<file path="src/rtl/prio_irq_pkg.sv">
package prio_irq_pkg;

  // Word indices (byte address / 8) of the register map.
  localparam int W_CTRL_SET = 0;
  localparam int W_CTRL_CLR = 1;
  localparam int W_PRIO     = 2;
  localparam int W_SRC_STAT = 10;
  localparam int W_REQ_STAT = 12;
  localparam int W_EN_SET   = 14;
  localparam int W_EN_CLR   = 16;

  // Bit of the control word holding the external-line mode.
  localparam int CTRL_MODE_BIT = 0;

endpackage

</file>
<file path="src/rtl/irq_regfile.sv">
module irq_regfile
  import prio_irq_pkg::*;
#(
  parameter int NUM_SRC = 64,
  parameter int PRIO_W  = 4,
  parameter int DATA_W  = 32,
  parameter int ADDR_W  = 8
) (
  input  logic                      clk,
  input  logic                      rst_n,
  input  logic                      wr,
  input  logic [ADDR_W-1:0]         addr,
  input  logic [DATA_W-1:0]         wdata,
  input  logic [NUM_SRC-1:0]        src,
  output logic [DATA_W-1:0]         rdata,
  output logic [NUM_SRC-1:0]        en,
  output logic [NUM_SRC*PRIO_W-1:0] prio,
  output logic                      mode
);

  localparam int NUM_BANK  = NUM_SRC / DATA_W;
  localparam int FLD_PER_W = DATA_W / PRIO_W;
  localparam int NUM_PREG  = NUM_SRC / FLD_PER_W;
  localparam int WORD_W    = ADDR_W - 3;

  logic [WORD_W-1:0] word;
  logic              aligned;
  assign word    = addr[ADDR_W-1:3];
  assign aligned = (addr[2:0] == 3'b000);

  // Decode
  logic ctrl_set_hit, ctrl_clr_hit;
  assign ctrl_set_hit = wr && aligned && (word == WORD_W'(W_CTRL_SET));
  assign ctrl_clr_hit = wr && aligned && (word == WORD_W'(W_CTRL_CLR));

  logic [NUM_PREG-1:0] prio_we;
  logic [NUM_BANK-1:0] en_set_hit, en_clr_hit;

  for (genvar p = 0; p < NUM_PREG; p++) begin : g_prio_dec
    assign prio_we[p] = wr && aligned && (word == WORD_W'(W_PRIO + p));
  end

  for (genvar b = 0; b < NUM_BANK; b++) begin : g_en_dec
    assign en_set_hit[b] = wr && aligned && (word == WORD_W'(W_EN_SET + b));
    assign en_clr_hit[b] = wr && aligned && (word == WORD_W'(W_EN_CLR + b));
  end

  // State
  logic                            mode_q, mode_d, mode_we;
  logic [NUM_BANK-1:0][DATA_W-1:0] en_q, en_d;
  logic [NUM_BANK-1:0]             en_we;
  logic [DATA_W-1:0]               prio_q [NUM_PREG];

  // Next state
  always_comb begin
    mode_we = (ctrl_set_hit || ctrl_clr_hit) && wdata[CTRL_MODE_BIT];
    mode_d  = ctrl_set_hit;
  end

  always_comb begin
    for (int b = 0; b < NUM_BANK; b++) begin
      en_we[b] = en_set_hit[b] || en_clr_hit[b];
      if (en_set_hit[b]) en_d[b] = en_q[b] | wdata;
      else               en_d[b] = en_q[b] & ~wdata;
    end
  end

  // Registers
  always_ff @(posedge clk or negedge rst_n) begin
    if (!rst_n) begin
      mode_q <= 1'b0;
    end else if (mode_we) begin
      mode_q <= mode_d;
    end
  end

  for (genvar b = 0; b < NUM_BANK; b++) begin : g_en_reg
    always_ff @(posedge clk or negedge rst_n) begin
      if (!rst_n) begin
        en_q[b] <= '0;
      end else if (en_we[b]) begin
        en_q[b] <= en_d[b];
      end
    end
  end

  for (genvar p = 0; p < NUM_PREG; p++) begin : g_prio_reg
    always_ff @(posedge clk or negedge rst_n) begin
      if (!rst_n) begin
        prio_q[p] <= '0;
      end else if (prio_we[p]) begin
        prio_q[p] <= wdata;
      end
    end
    assign prio[p*DATA_W +: DATA_W] = prio_q[p];
  end

  assign en   = en_q;
  assign mode = mode_q;

  // Read mux
  always_comb begin
    rdata = '0;
    if (aligned) begin
      if (word == WORD_W'(W_CTRL_SET) || word == WORD_W'(W_CTRL_CLR)) begin
        rdata[CTRL_MODE_BIT] = mode_q;
      end
      for (int p = 0; p < NUM_PREG; p++) begin
        if (word == WORD_W'(W_PRIO + p)) rdata = prio_q[p];
      end
      for (int b = 0; b < NUM_BANK; b++) begin
        if (word == WORD_W'(W_SRC_STAT + b)) rdata = src[b*DATA_W +: DATA_W];
        if (word == WORD_W'(W_REQ_STAT + b)) rdata = src[b*DATA_W +: DATA_W] & en_q[b];
        if (word == WORD_W'(W_EN_SET + b) || word == WORD_W'(W_EN_CLR + b)) rdata = en_q[b];
      end
    end
  end

  // Assertions
  for (genvar b = 0; b < NUM_BANK; b++) begin : g_en_chk
    p_en_set_r2: assert property (@(posedge clk) disable iff (!rst_n)
      en_set_hit[b] |=> ((en_q[b] & $past(wdata)) == $past(wdata)));
    p_en_keep_r2: assert property (@(posedge clk) disable iff (!rst_n)
      en_set_hit[b] |=> ((en_q[b] & ~$past(wdata)) == ($past(en_q[b]) & ~$past(wdata))));
    p_en_clr_r3: assert property (@(posedge clk) disable iff (!rst_n)
      en_clr_hit[b] |=> ((en_q[b] & $past(wdata)) == '0));
  end

  p_mode_set_r5: assert property (@(posedge clk) disable iff (!rst_n)
    (ctrl_set_hit && wdata[CTRL_MODE_BIT]) |=> mode_q);
  p_mode_clr_r5: assert property (@(posedge clk) disable iff (!rst_n)
    (ctrl_clr_hit && wdata[CTRL_MODE_BIT]) |=> !mode_q);
  p_mode_hold_r5: assert property (@(posedge clk) disable iff (!rst_n)
    !((ctrl_set_hit || ctrl_clr_hit) && wdata[CTRL_MODE_BIT]) |=> $stable(mode_q));

endmodule

</file>
<file path="src/rtl/irq_arbiter.sv">
module irq_arbiter #(
  parameter int NUM_SRC = 64,
  parameter int PRIO_W  = 4,
  parameter int ID_W    = $clog2(NUM_SRC)
) (
  input  logic [NUM_SRC*PRIO_W-1:0] lvl_in,
  output logic [PRIO_W-1:0]         win_lvl,
  output logic [ID_W-1:0]           win_id
);

  localparam int LVLS = $clog2(NUM_SRC);

  // Level LVLS holds the leaves, level 0 the root. A right child wins
  // only on a strictly higher level, so ties go to lower numbers.
  for (genvar l = LVLS; l >= 0; l--) begin : g_lvl
    logic [PRIO_W-1:0] lv  [2**l];
    logic [ID_W-1:0]   idv [2**l];
    for (genvar n = 0; n < 2**l; n++) begin : g_node
      if (l == LVLS) begin : g_leaf
        assign lv[n]  = lvl_in[n*PRIO_W +: PRIO_W];
        assign idv[n] = ID_W'(n);
      end else begin : g_cmp
        logic pick_r;
        assign pick_r = g_lvl[l+1].lv[2*n+1] > g_lvl[l+1].lv[2*n];
        assign lv[n]  = pick_r ? g_lvl[l+1].lv[2*n+1]  : g_lvl[l+1].lv[2*n];
        assign idv[n] = pick_r ? g_lvl[l+1].idv[2*n+1] : g_lvl[l+1].idv[2*n];
      end
    end
  end

  assign win_lvl = g_lvl[0].lv[0];
  assign win_id  = g_lvl[0].idv[0];

  // Assertions: the winner is maximal and lowest-numbered among equals.
  logic above_seen, tie_below;
  always_comb begin
    above_seen = 1'b0;
    tie_below  = 1'b0;
    for (int i = 0; i < NUM_SRC; i++) begin
      if (lvl_in[i*PRIO_W +: PRIO_W] > win_lvl) above_seen = 1'b1;
      if ((win_lvl != '0) && (ID_W'(i) < win_id) &&
          (lvl_in[i*PRIO_W +: PRIO_W] == win_lvl)) tie_below = 1'b1;
    end
    p_winner_max_r8: assert (!above_seen);
    p_tie_lowest_r9: assert (!tie_below);
  end

endmodule

</file>
<file path="src/rtl/prio_irq_ctrl.sv">
module prio_irq_ctrl
  import prio_irq_pkg::*;
#(
  parameter int NUM_SRC = 64,
  parameter int PRIO_W  = 4,
  parameter int NUM_EXT = 4,
  parameter int DATA_W  = 32,
  parameter int ADDR_W  = 8,
  parameter int ID_W    = $clog2(NUM_SRC)
) (
  input  logic               clk,
  input  logic               rst_n,
  input  logic               bus_wr,
  input  logic [ADDR_W-1:0]  bus_addr,
  input  logic [DATA_W-1:0]  bus_wdata,
  output logic [DATA_W-1:0]  bus_rdata,
  input  logic [NUM_SRC-1:0] irq_src,
  output logic               irq_req,
  output logic [ID_W-1:0]    irq_id,
  output logic [PRIO_W-1:0]  irq_level
);

  localparam logic [NUM_SRC-1:0] ONE_HOT0 = NUM_SRC'(1);

  // Reset: asserted asynchronously, released on a clock edge
  logic rst_meta_q, rst_sync_n;
  always_ff @(posedge clk or negedge rst_n) begin
    if (!rst_n) begin
      rst_meta_q <= 1'b0;
      rst_sync_n <= 1'b0;
    end else begin
      rst_meta_q <= 1'b1;
      rst_sync_n <= rst_meta_q;
    end
  end

  logic [NUM_SRC-1:0]        en;
  logic [NUM_SRC*PRIO_W-1:0] prio;
  logic                      mode;

  irq_regfile #(
    .NUM_SRC (NUM_SRC),
    .PRIO_W  (PRIO_W),
    .DATA_W  (DATA_W),
    .ADDR_W  (ADDR_W)
  ) regs_i (
    .clk   (clk),
    .rst_n (rst_sync_n),
    .wr    (bus_wr),
    .addr  (bus_addr),
    .wdata (bus_wdata),
    .src   (irq_src),
    .rdata (bus_rdata),
    .en    (en),
    .prio  (prio),
    .mode  (mode)
  );

  // Masking: enable, pending, and external lines only in mode 1
  logic [NUM_SRC-1:0]        elig;
  logic [NUM_SRC*PRIO_W-1:0] cand_lvl;

  for (genvar i = 0; i < NUM_SRC; i++) begin : g_mask
    if (i < NUM_EXT) begin : g_ext
      assign elig[i] = irq_src[i] && en[i] && mode;
    end else begin : g_int
      assign elig[i] = irq_src[i] && en[i];
    end
    assign cand_lvl[i*PRIO_W +: PRIO_W] = elig[i] ? prio[i*PRIO_W +: PRIO_W] : '0;
  end

  logic [PRIO_W-1:0] win_lvl;
  logic [ID_W-1:0]   win_id;

  irq_arbiter #(
    .NUM_SRC (NUM_SRC),
    .PRIO_W  (PRIO_W),
    .ID_W    (ID_W)
  ) arb_i (
    .lvl_in  (cand_lvl),
    .win_lvl (win_lvl),
    .win_id  (win_id)
  );

  // Output stage
  logic              req_q, req_d;
  logic [ID_W-1:0]   id_q, id_d;
  logic [PRIO_W-1:0] lvl_q, lvl_d;

  always_comb begin
    req_d = (win_lvl != '0);
    id_d  = req_d ? win_id : '0;
    lvl_d = win_lvl;
  end

  always_ff @(posedge clk or negedge rst_sync_n) begin
    if (!rst_sync_n) begin
      req_q <= 1'b0;
      id_q  <= '0;
      lvl_q <= '0;
    end else begin
      req_q <= req_d;
      id_q  <= id_d;
      lvl_q <= lvl_d;
    end
  end

  assign irq_req   = req_q;
  assign irq_id    = id_q;
  assign irq_level = lvl_q;

  // Assertions
  p_req_level_r7: assert property (@(posedge clk) disable iff (!rst_sync_n)
    irq_req |-> (irq_level != '0));
  p_idle_zero_r8: assert property (@(posedge clk) disable iff (!rst_sync_n)
    !irq_req |-> (irq_id == '0 && irq_level == '0));
  p_winner_elig_r8: assert property (@(posedge clk) disable iff (!rst_sync_n)
    irq_req |-> (($past(elig) & (ONE_HOT0 << irq_id)) != '0));
  p_ext_masked_r6: assert property (@(posedge clk) disable iff (!rst_sync_n)
    (irq_req && !$past(mode)) |-> (irq_id >= ID_W'(NUM_EXT)));

endmodule

</file>
<file path="config.mk">
export PLATFORM = sky130hd
export DESIGN_NAME = prio_irq_ctrl
export DESIGN_NICKNAME = d
export VERILOG_FILES = /design/src/rtl/prio_irq_pkg.sv /design/src/rtl/irq_regfile.sv /design/src/rtl/irq_arbiter.sv /design/src/rtl/prio_irq_ctrl.sv
export SDC_FILE = /design/constraint.sdc
export NUM_CORES = 1
export LEC_CHECK = 0
export ABC_AREA = 0
export BUFFER_PORTS_ARGS = -buffer_cell sky130_fd_sc_hd__buf_2
export CELL_PAD_IN_SITES_DETAIL_PLACEMENT = 2
export CELL_PAD_IN_SITES_GLOBAL_PLACEMENT = 2
export CORE_ASPECT_RATIO = 0.6
export CORE_MARGIN = 2
export CORE_UTILIZATION = 30
export DETAILED_ROUTE_END_ITERATION = 16
export GPL_TIMING_DRIVEN = 1
export PLACE_DENSITY = 0.7
export SETUP_SLACK_MARGIN = 0.02
export SLEW_MARGIN = 20
export SYNTH_ARGS = -nofsm -noshare
export SYNTH_HDL_FRONTEND = slang
export SYNTH_SLANG_ARGS = --single-unit
</file>
<file path="constraint.sdc">
create_clock -name clk -period 18.15 [get_ports clk]
set_input_delay 3.63 -clock clk [delete_from_list [all_inputs] [get_ports clk]]
set_output_delay 3.63 -clock clk [all_outputs]
set_load 0.02 [all_outputs]
</file>
## Word level (Yosys, flattened, before mapping)

Cells that the tools add are included.

| word-level totals | value |
|---|---|
| flip-flop bits (word level) | 334 |
| input port bits | 107 |

| cells by class | value |
|---|---|
| bitwise gates (word level) | 7 |
| reduce and logical (&&, ||, !) cells | 93 |
| multiplexer cells | 209 |
| order comparisons | 63 |
| equality and inequality tests | 17 |

Operators with widths:

| operator | count |
|---|---|
| $mux 32 | 17 |
| $mux 4 | 127 |
| $gt 4x4->1 | 63 |
| $mux 6 | 32 |
| $and 32x32->32 | 4 |
| $logic_and 1x1->1 | 84 |
| $or 32x32->32 | 2 |
| $eq 5x4->1 const B | 8 |
| $mux 1 | 33 |
| $not 32->32 | 1 |
| $eq 5x3->1 const B | 4 |
| $eq 5x2->1 const B | 2 |
| $eq 5x5->1 const B | 2 |
| $logic_or 1x1->1 | 6 |
| $eq 5x1->1 const B | 1 |
| $logic_not 5->1 | 1 |
| $reduce_bool 4->1 | 1 |
| $logic_not 3->1 | 1 |

## Longest topological paths before layout

Gate-level depths: netlist of run 1.

| logic depth | value |
|---|---|
| word-level depth | 18 |
| gate-level depth with buffers | 59 |
| depth with buffers taken out | 55 |

## Modules after synthesis

Synthesis of run 1 repeated with hierarchy kept, for this count alone.

| unflattened totals | value |
|---|---|
| cell total of the unflattened synthesis | 3,192 |
| area total of the unflattened synthesis | 29,070.4 um^2 |

By module, submodules not included:

| module | area an instance (um^2) | cells each | instances |
|---|---|---|---|
| irq_regfile | 17,030.1 | 1,541 | 1 |
| irq_arbiter | 9,990.8 | 1,373 | 1 |
| prio_irq_ctrl | 2,049.5 | 278 | 1 |

## Least setup slack after synthesis of run 1

No wires, ideal clock.

| timing | value |
|---|---|
| kind | in2reg |
| start point | in irq_src[24] |
| end point | reg id_q[1] (netlist: irq_id[1]) |
| slack | 5,174 ps |
| stages on the path | 51 |
| data arrival time | 12,841 ps |
| required time | 18,015 ps |
| path through | nand3_1 ha_1 maj3_1 a32o_1 o21ai_1 mux2i_1 inv_1 ha_1 a311oi_1 nor2_1 or3b_1 a32oi_2 mux2i_1 ha_1 nor2b_1 o21ai_0 nand2b_1 a21oi_1 (+15 left out) nor2b_1 o21ai_0 nand2b_1 a21oi_1 a41oi_1 a211oi_1 a31o_2 inv_1 ha_1 nor2b_1 o21ai_0 nand2b_1 a21oi_1 a41o_1 clkbuf_1 o221ai_1 a211oi_4 a211oi_2 |

| on the way | value |
|---|---|
| word-level cells in the longest chain between the ends | 16 |

Ends and longest elaborated chain:

| element | RTL line | RTL |
|---|---|---|
| from (decl) | prio_irq_ctrl.sv:17 | `input logic [NUM_SRC-1:0] irq_src,` |
| $logic_and 1x1->1 * | prio_irq_ctrl.sv:67 | `assign elig[i] = irq_src[i] && en[i];` |
| $mux 4 * | prio_irq_ctrl.sv:69 | `assign cand_lvl[i*PRIO_W +: PRIO_W] = elig[i] ? prio[i*PRIO_W +: PRIO_W] : '0;` |
| $gt 4x4->1 | irq_arbiter.sv:24 | `assign pick_r = g_lvl[l+1].lv[2*n+1] > g_lvl[l+1].lv[2*n];` |
| $mux 4 * | irq_arbiter.sv:25 | `assign lv[n] = pick_r ? g_lvl[l+1].lv[2*n+1] : g_lvl[l+1].lv[2*n];` |
| $gt 4x4->1 | irq_arbiter.sv:24 |  |
| $mux 4 | irq_arbiter.sv:25 |  |
| $gt 4x4->1 | irq_arbiter.sv:24 |  |
| $mux 4 | irq_arbiter.sv:25 |  |
| $gt 4x4->1 | irq_arbiter.sv:24 |  |
| $mux 4 | irq_arbiter.sv:25 |  |
| $gt 4x4->1 | irq_arbiter.sv:24 |  |
| $mux 4 | irq_arbiter.sv:25 |  |
| $gt 4x4->1 | irq_arbiter.sv:24 |  |
| $mux 4 | irq_arbiter.sv:25 |  |
| $reduce_bool 4->1 | n/a |  |
| $mux 6 * | prio_irq_ctrl.sv:92 | `id_d = req_d ? win_id : '0;` |
| via id_d[1] | prio_irq_ctrl.sv:87 | `logic [ID_W-1:0] id_q, id_d;` |
| to (signal assigned) | prio_irq_ctrl.sv:103 | `id_q <= id_d;` |
| to (decl) | prio_irq_ctrl.sv:87 |  |

Mark *: on every way through the listed nets, which the timed path passes. The rest lies on a longest branch.
A chain may end at the register's enable or synchronous reset.

## Final worst setup path of run 1

| timing | value |
|---|---|
| start point | in irq_src[56] |
| end point | reg id_q[2] (netlist: irq_id[2]) |

| on the way | value |
|---|---|
| word-level cells in the longest chain between the ends | 16 |

Ends and longest elaborated chain:

| element | RTL line | RTL |
|---|---|---|
| $logic_and 1x1->1 * | prio_irq_ctrl.sv:67 |  |
| $mux 4 * | prio_irq_ctrl.sv:69 |  |
| $gt 4x4->1 | irq_arbiter.sv:24 |  |
| $mux 4 * | irq_arbiter.sv:25 |  |
| $gt 4x4->1 | irq_arbiter.sv:24 |  |
| $mux 4 * | irq_arbiter.sv:25 |  |
| $gt 4x4->1 | irq_arbiter.sv:24 |  |
| $mux 4 * | irq_arbiter.sv:25 |  |
| (+2 left out) | n/a |  |
| $gt 4x4->1 | irq_arbiter.sv:24 |  |
| $mux 4 * | irq_arbiter.sv:25 |  |
| $gt 4x4->1 | irq_arbiter.sv:24 |  |
| $mux 4 * | irq_arbiter.sv:25 |  |
| via arb_i.win_lvl[1] | irq_arbiter.sv:7 | `output logic [PRIO_W-1:0] win_lvl,` |
| $reduce_bool 4->1 * | n/a |  |
| $mux 6 * | prio_irq_ctrl.sv:92 |  |
| via id_d[2] | prio_irq_ctrl.sv:87 |  |

Marks and branches as above.

==> results of run 1 <==
[where the power goes]
part	internal, mW	total [mW]	switching [mW]
sequential	0.790	0.862	0.0715
combinational	0.169	0.500	0.330
clock	0.483	0.866	0.384
total	1.44	2.23	0.786
[cell usage in the layout, fill, tap and decap left out, drive strengths merged, types with 21 or more instances in the layout]
cell type	synthesis	final
a22oi	42	42
a21oi	121	121
a31oi	41	41
and3	83	83
mux2	280	280
mux2i	123	123
a21o	26	26
nor2b	43	43
buf	34	189
a222oi	24	24
dfrtp	334	334
nand3	210	210
nand2	290	290
o21a	30	30
o211ai	21	21
clkbuf	110	51
inv	162	165
nor2	158	158
a221oi	43	43
nand2b	21	21
a22o	81	81
o21ai	129	129
ha	221	221
nand4	29	29
a211oi	23	23
[worst max-delay path, delay by kind of cell]
family / cells / cell delay [ns]
AO/OA/AOI/OAI: 22 / 6.19
adder cells (fa/ha/maj): 6 / 2.01
multiplexers: 3 / 1.46
buffers and inverters: 1 / 0.18
AND/OR/NAND/NOR: 19 / 2.95
[layer usage]
metal,share of wire [%],global-route usage (%)
met2,41,45.7
met3,9.5,7.78
met5,0.013,0
met1,47,48.0
met4,2.6,7.92
[layout make-up]
type	instances	area (um^2)
antenna	3	7.51
clock buffer	51	1120
clock inverter	19	210
fill	9934	59000
inverter	163	612
multi-input combinational	2330	17500
sequential	334	8360
tap	1174	1470
timing repair buffer	189	1060
[cells by family (layout without fill, tap and decap cells)]
group | count (synthesis) | count (layout) | synth area share, %
AOI/OAI and AO/OA | 751 | 751 | 20.4
buffers and inverters | 307 | 422 | 4.38
muxes | 403 | 403 | 16.3
xor gates and xnor gates | 16 | 16 | 0.520
and+or+nand+nor | 930 | 930 | 16.8
other | 1 | 4 | 0.0139
adders and majority gates | 229 | 229 | 10.6
DFF | 334 | 334 | 31.0
[path summary, 6_finish.rpt]
path | from | to | slack [ns] | cells past startpoint
worst min-delay path | rst_meta_q$_DFF_PN0_ | rst_sync_n$_DFF_PN0_ | 0.36 | 0
min in group asynchronous | rst_sync_n$_DFF_PN0_ | irq_id[5]$_DFF_PN0_ | 0.41 | 0
max in group asynchronous | rst_n | rst_sync_n$_DFF_PN0_ | 15.25 | 1
worst max-delay path | irq_src[56] | irq_id[2]$_DFF_PN0_ | 2.15 | 51
worst max register to register | flip-flop | irq_id[2]$_DFF_PN0_ | 4.80 | 50
worst min register to register | rst_meta_q$_DFF_PN0_ | rst_sync_n$_DFF_PN0_ | 0.36 | 0
[stage by stage]
step	hold slack, ns	util, %	instances	setup slack, ns
4_1_cts	0.359	34.0	4260	2.47
2_1_floorplan	0.331	-	2971	5.17
6_report	0.359	34.0	4263	2.15
3_3_place_gp	0.338	32.5	4190	2.15
5_1_grt	0.369	34.0	4260	1.33
3_5_place_dp	0.341	32.5	4190	1.84
==> reports/summary.txt, run 1 <==
PD cells: 73.3 nW/um^2
Ys async rst share: 100%
Average size of a mapped cell: 9.06 um^2
Status: complete, no violations
Syn Nets: 3299
Clock Latency Late Sink: 0.62 ns
Placeable Area: 89300 um^2
Netlist Area Pre-Place: 26900 um^2
Num ports: 150
TritonCTS buffer count: 40
Fin Setup TNS: 0 ns
Vias in the first global route: 27852
MaxCap Viol Count: 0
Worst path required time: 18.61 ns
Tot Pwr: 2.23 mW
VDD IR-drop max: 0.0612 mV
Via count: 27176
Post-DP HPWL: 118000 um
Top cells by area, synth: dfrtp_1, mux2_2, ha_1
Most instantiated library cell after synthesis: dfrtp_1
IO Port Bufs: 149
Post-synth top flop: dfrtp_1
Post-synth top cells: dfrtp_1, nand2_1, mux2_2
Initial antenna violation count: 11
DRC: 0
Die area: 92300 um^2
#FFs+latches synth: 334
H-tree depth: 2
EDFF count, synth: 0
CTS root buf: clkbuf_16
Final Slew Violations: 0
Post-synth cell types: 98
Post-CTS resize count: 0
Rel. slew slack: 18.6%
Final hold vios: 0
Iteration-0 DRC Markers: 2825
Post-DP Area: 29000 um^2
Die Y: 236 um
Width of the die: 391 um
Critical path class: primary input to flip-flop
Crit path top cell by count: a21oi_1
GRT Total Usage: 32.1%
Fraction of layout instances using a drive strength above 1: 19.8%
Largest net degree at the start of global routing: 152
Cells after Synth: 2971
Worst path arrival time: 16.47 ns
CTS tree: yes
Startpoint types: primary input
Initial Utilization: 30.1%
Slowest cell delay on critical path: 0.72 ns
# rows: 85
First-pass GRT wire length: 213000 um
Wire length per cell: 35.3 um
Final Skew: 0.0235 ns
Crit share post-route: 88.2%
Worst-margin pin slew: 1.21 ns
CTS max path bufs: 3
Worst hold path type: flip-flop to flip-flop
Post-synth top area cell: dfrtp_1
GPL Wtd Cong: 1.00
RSZ-0062 raised after global routing: false
Via-per-instance ratio: 6.37
Synth top area share: 31.0%
First-pass DRT Iterations: 7
Post-CTS Hold Buffers: 0
GRT overflow: 0
Sink Count: 334
CP Capture Type: flip-flop
Total Wirelength: 151000 um
Seq/Total Area, Yosys: 31.0%
Final setup fails: 0
Final instance area: 30400 um^2
Leak pwr: 14.7 nW
Critical path peak fanout: 14
FMAX: 62.5 MHz
Setup bufs post-CTS: 0
Final min period: 16.00 ns
# nets final: 3386
Clock transition at path regs: 0.07 ns
Area delta synth->final: 12.8%
Slowest CP cell: a41oi_1
Antenna Violating Nets Remaining: 0
Warnings, synthesis: 0
Note: power is estimated with default switching activity, not from simulation.
==> run 2: changes to the inputs <==
--- a/config.mk
+++ b/config.mk
@@ -14,5 +14,4 @@
 export CORE_UTILIZATION = 30
 export DETAILED_ROUTE_END_ITERATION = 16
-export GPL_TIMING_DRIVEN = 1
 export PLACE_DENSITY = 0.7
 export SETUP_SLACK_MARGIN = 0.02
==> constraint.sdc (replaced) <==
create_clock -name clk -period 18.15 [get_ports clk]
set_input_delay 2.7225 -clock clk [delete_from_list [all_inputs] [get_ports clk]]
set_output_delay 2.7225 -clock clk [all_outputs]
set_load 0.02 [all_outputs]
==> reports/summary.txt, run 2 (synthesis results as in run 1) <==
Leak pwr: 14.7 nW (+0.12%)
Worst-margin pin slew: 1.23 ns (+0.0123 ns)
Hold path endpoint: rst_sync_n$_DFF_PN0_
Final Slew Violations: 0 (unchanged)
Commonest cells after routing, fill and taps aside: dfrtp_1, nand2_1, mux2_2, ha_1, nand3_1
DRC: 0 (unchanged)
CTS tree: yes
Rel. slew slack: 16.7% (-1.9 points)
CTS max path bufs: 3 (unchanged)
Wire length per cell: 35.5 um (+0.57%)
Final hold vios: 0 (unchanged)
GRT Total Usage: 32.5% (+0.35 points)
Worst hold path type: flip-flop to flip-flop
Vias in the first global route: 28212 (+1.3%)
Fraction of layout instances using a drive strength above 1: 19.8% (+0.078 points)
Num ports: 150 (unchanged)
# rows: 85 (unchanged)
MaxCap Viol Count: 0 (unchanged)
Slowest CP cell: mux2i_1
Startpoint types: primary input
Final Skew: 0.0191 ns (-0.00440 ns)
Post-DP HPWL: 118000 um (+0.35%)
Critical path class: primary input to flip-flop
Die area: 92300 um^2 (unchanged)
Final setup fails: 0 (unchanged)
Via-per-instance ratio: 6.37 (about the same)
Width of the die: 391 um (unchanged)
Area delta synth->final: 13.0%
Reg-to-Reg End: irq_id[5]$_DFF_PN0_
Post-CTS Hold Buffers: 0 (unchanged)
Final min period: 15.24 ns (-0.764 ns)
Crit share post-route: 84.0% (-4.2 points)
Post-CTS resize count: 0 (unchanged)
Worst path arrival time: 15.70 ns (-0.77 ns)
CP Capture Type: flip-flop
Setup bufs post-CTS: 0 (unchanged)
CTS root buf: clkbuf_16
Critical path peak fanout: 14 (unchanged)
VDD IR-drop max: 0.0592 mV (-3.4%)
Fillers: 9869 (-0.65%)
First-pass DRT Iterations: 6 (-1)
IO Port Bufs: 149 (unchanged)
Die Y: 236 um (unchanged)
GPL Wtd Cong: 1.01 (+0.63%)
Hold Startpoint: rst_meta_q$_DFF_PN0_
Tot Pwr: 2.26 mW (+1.5%)
Clock transition at path regs: 0.07 ns (about the same)
Placeable Area: 89300 um^2 (unchanged)
Slowest cell delay on critical path: 0.79 ns (+0.07 ns)
H-tree depth: 2 (unchanged)
RSZ-0062 raised after global routing: false
Iteration-0 DRC Markers: 2816 (-0.32%)
Antenna Violating Nets Remaining: 0 (unchanged)
Total Wirelength: 152000 um (+0.64%)
Fin Setup TNS: 0 ns (unchanged)
Sink Count: 334 (unchanged)
Initial antenna violation count: 13 (+2)
First-pass GRT wire length: 216000 um (+1.2%)
Worst path required time: 18.61 ns (about the same)
TritonCTS buffer count: 40 (unchanged)
Clock Latency Late Sink: 0.61 ns (about the same)
FMAX: 65.6 MHz (+5.0%)
Min-Delay Path Depth: 0 (unchanged)
Status: complete, no violations
Most common cell after layout, fill and taps aside: dfrtp_1
GRT overflow: 0 (unchanged)
PD cells: 74.3 nW/um^2 (+1.3%)
R2R depth: 48 (-4.0%)
Crit path top cell by count: a21oi_1
Initial Utilization: 30.1% (unchanged)
Largest net degree at the start of global routing: 158 (+3.9%)
Via count: 27170 (-0.022%)
Flop2flop setup slack: 4.65 ns (-0.15 ns)
# nets final: 3386 (unchanged)
-- run 2: cell types whose count changed in the layout (fill, tap and decap cells not counted), moves of 2 or more --
cell        before  now
clkbuf_1         3    6
bufinv_16        3    5
clkinv_4         2    0
clkinvlp_4       4    6
-- run 2: cell type report --
class	count	area, um^2	area share [%]
diodes	3	7.51	0.0247
clock buffers	54	1130	3.72
clock inverters	19	254	0.834
inverters	163	612	2.01
multi-input cells	2330	17500	57.6
flip-flops and latches	334	8360	27.5
well taps	1174	1470	4.82
repair buffers	189	1060	3.49
-- run 2: per-stage QoR --
stage / setup slack (ns) / hold WS, ns / instances / util [%] / area (um^2)
2_1_floorplan: 6.08 / 0.331 / 2971 / - / 26900
3_3_place_gp: 3.15 / 0.339 / 4190 / 32.5 / 29000
3_5_place_dp: 2.77 / 0.342 / 4190 / 32.5 / 29000
4_1_cts: 3.33 / 0.358 / 4263 / 34.1 / 30400
5_1_grt: 2.11 / 0.370 / 4263 / 34.1 / 30400
6_report: 2.91 / 0.356 / 4266 / 34.1 / 30400
-- run 2: worst max-delay path by stage --
stage	from	to	slack, ns	cells after the start
2_1_floorplan	irq_src[24]	irq_id[1]$_DFF_PN0_	6.08	51
3_3_place_gp	irq_src[24]	irq_id[1]$_DFF_PN0_	3.15	51
3_5_place_dp	irq_src[24]	irq_id[0]$_DFF_PN0_	2.77	50
4_1_cts	irq_src[56]	irq_id[0]$_DFF_PN0_	3.33	50
5_1_grt	irq_src[56]	irq_id[0]$_DFF_PN0_	2.11	50
6_report	irq_src[56]	irq_id[5]$_DFF_PN0_	2.91	49
-- run 2: metal layers --
layer / up-vias / wire length (um) / global-route usage (%)
met2: 1156 / 62000 / 46.5
met3: 230 / 13800 / 8.14
met5: - / 79 / 0
li1: 11371 / - / -
met4: 12 / 4330 / 8.49
met1: 14401 / 71400 / 47.9
-- run 2: power by group --
group	leakage, nW	internal, mW	total (mW)	switching (mW)
Combinational	9.44	0.167	0.499	0.332
Sequential	4.59	0.790	0.863	0.0729
Clock	0.665	0.513	0.899	0.386
Total	14.7	1.47	2.26	0.790
-- run 2: worst max-delay path, delay by kind of cell --
family | cells | cell delay, ns
buffers and inverters | 2 | 0.28
multiplexers | 4 | 2.32
AO/OA/AOI/OAI | 21 | 5.99
AND/OR/NAND/NOR | 16 | 2.38
adder cells (fa/ha/maj) | 6 | 1.99
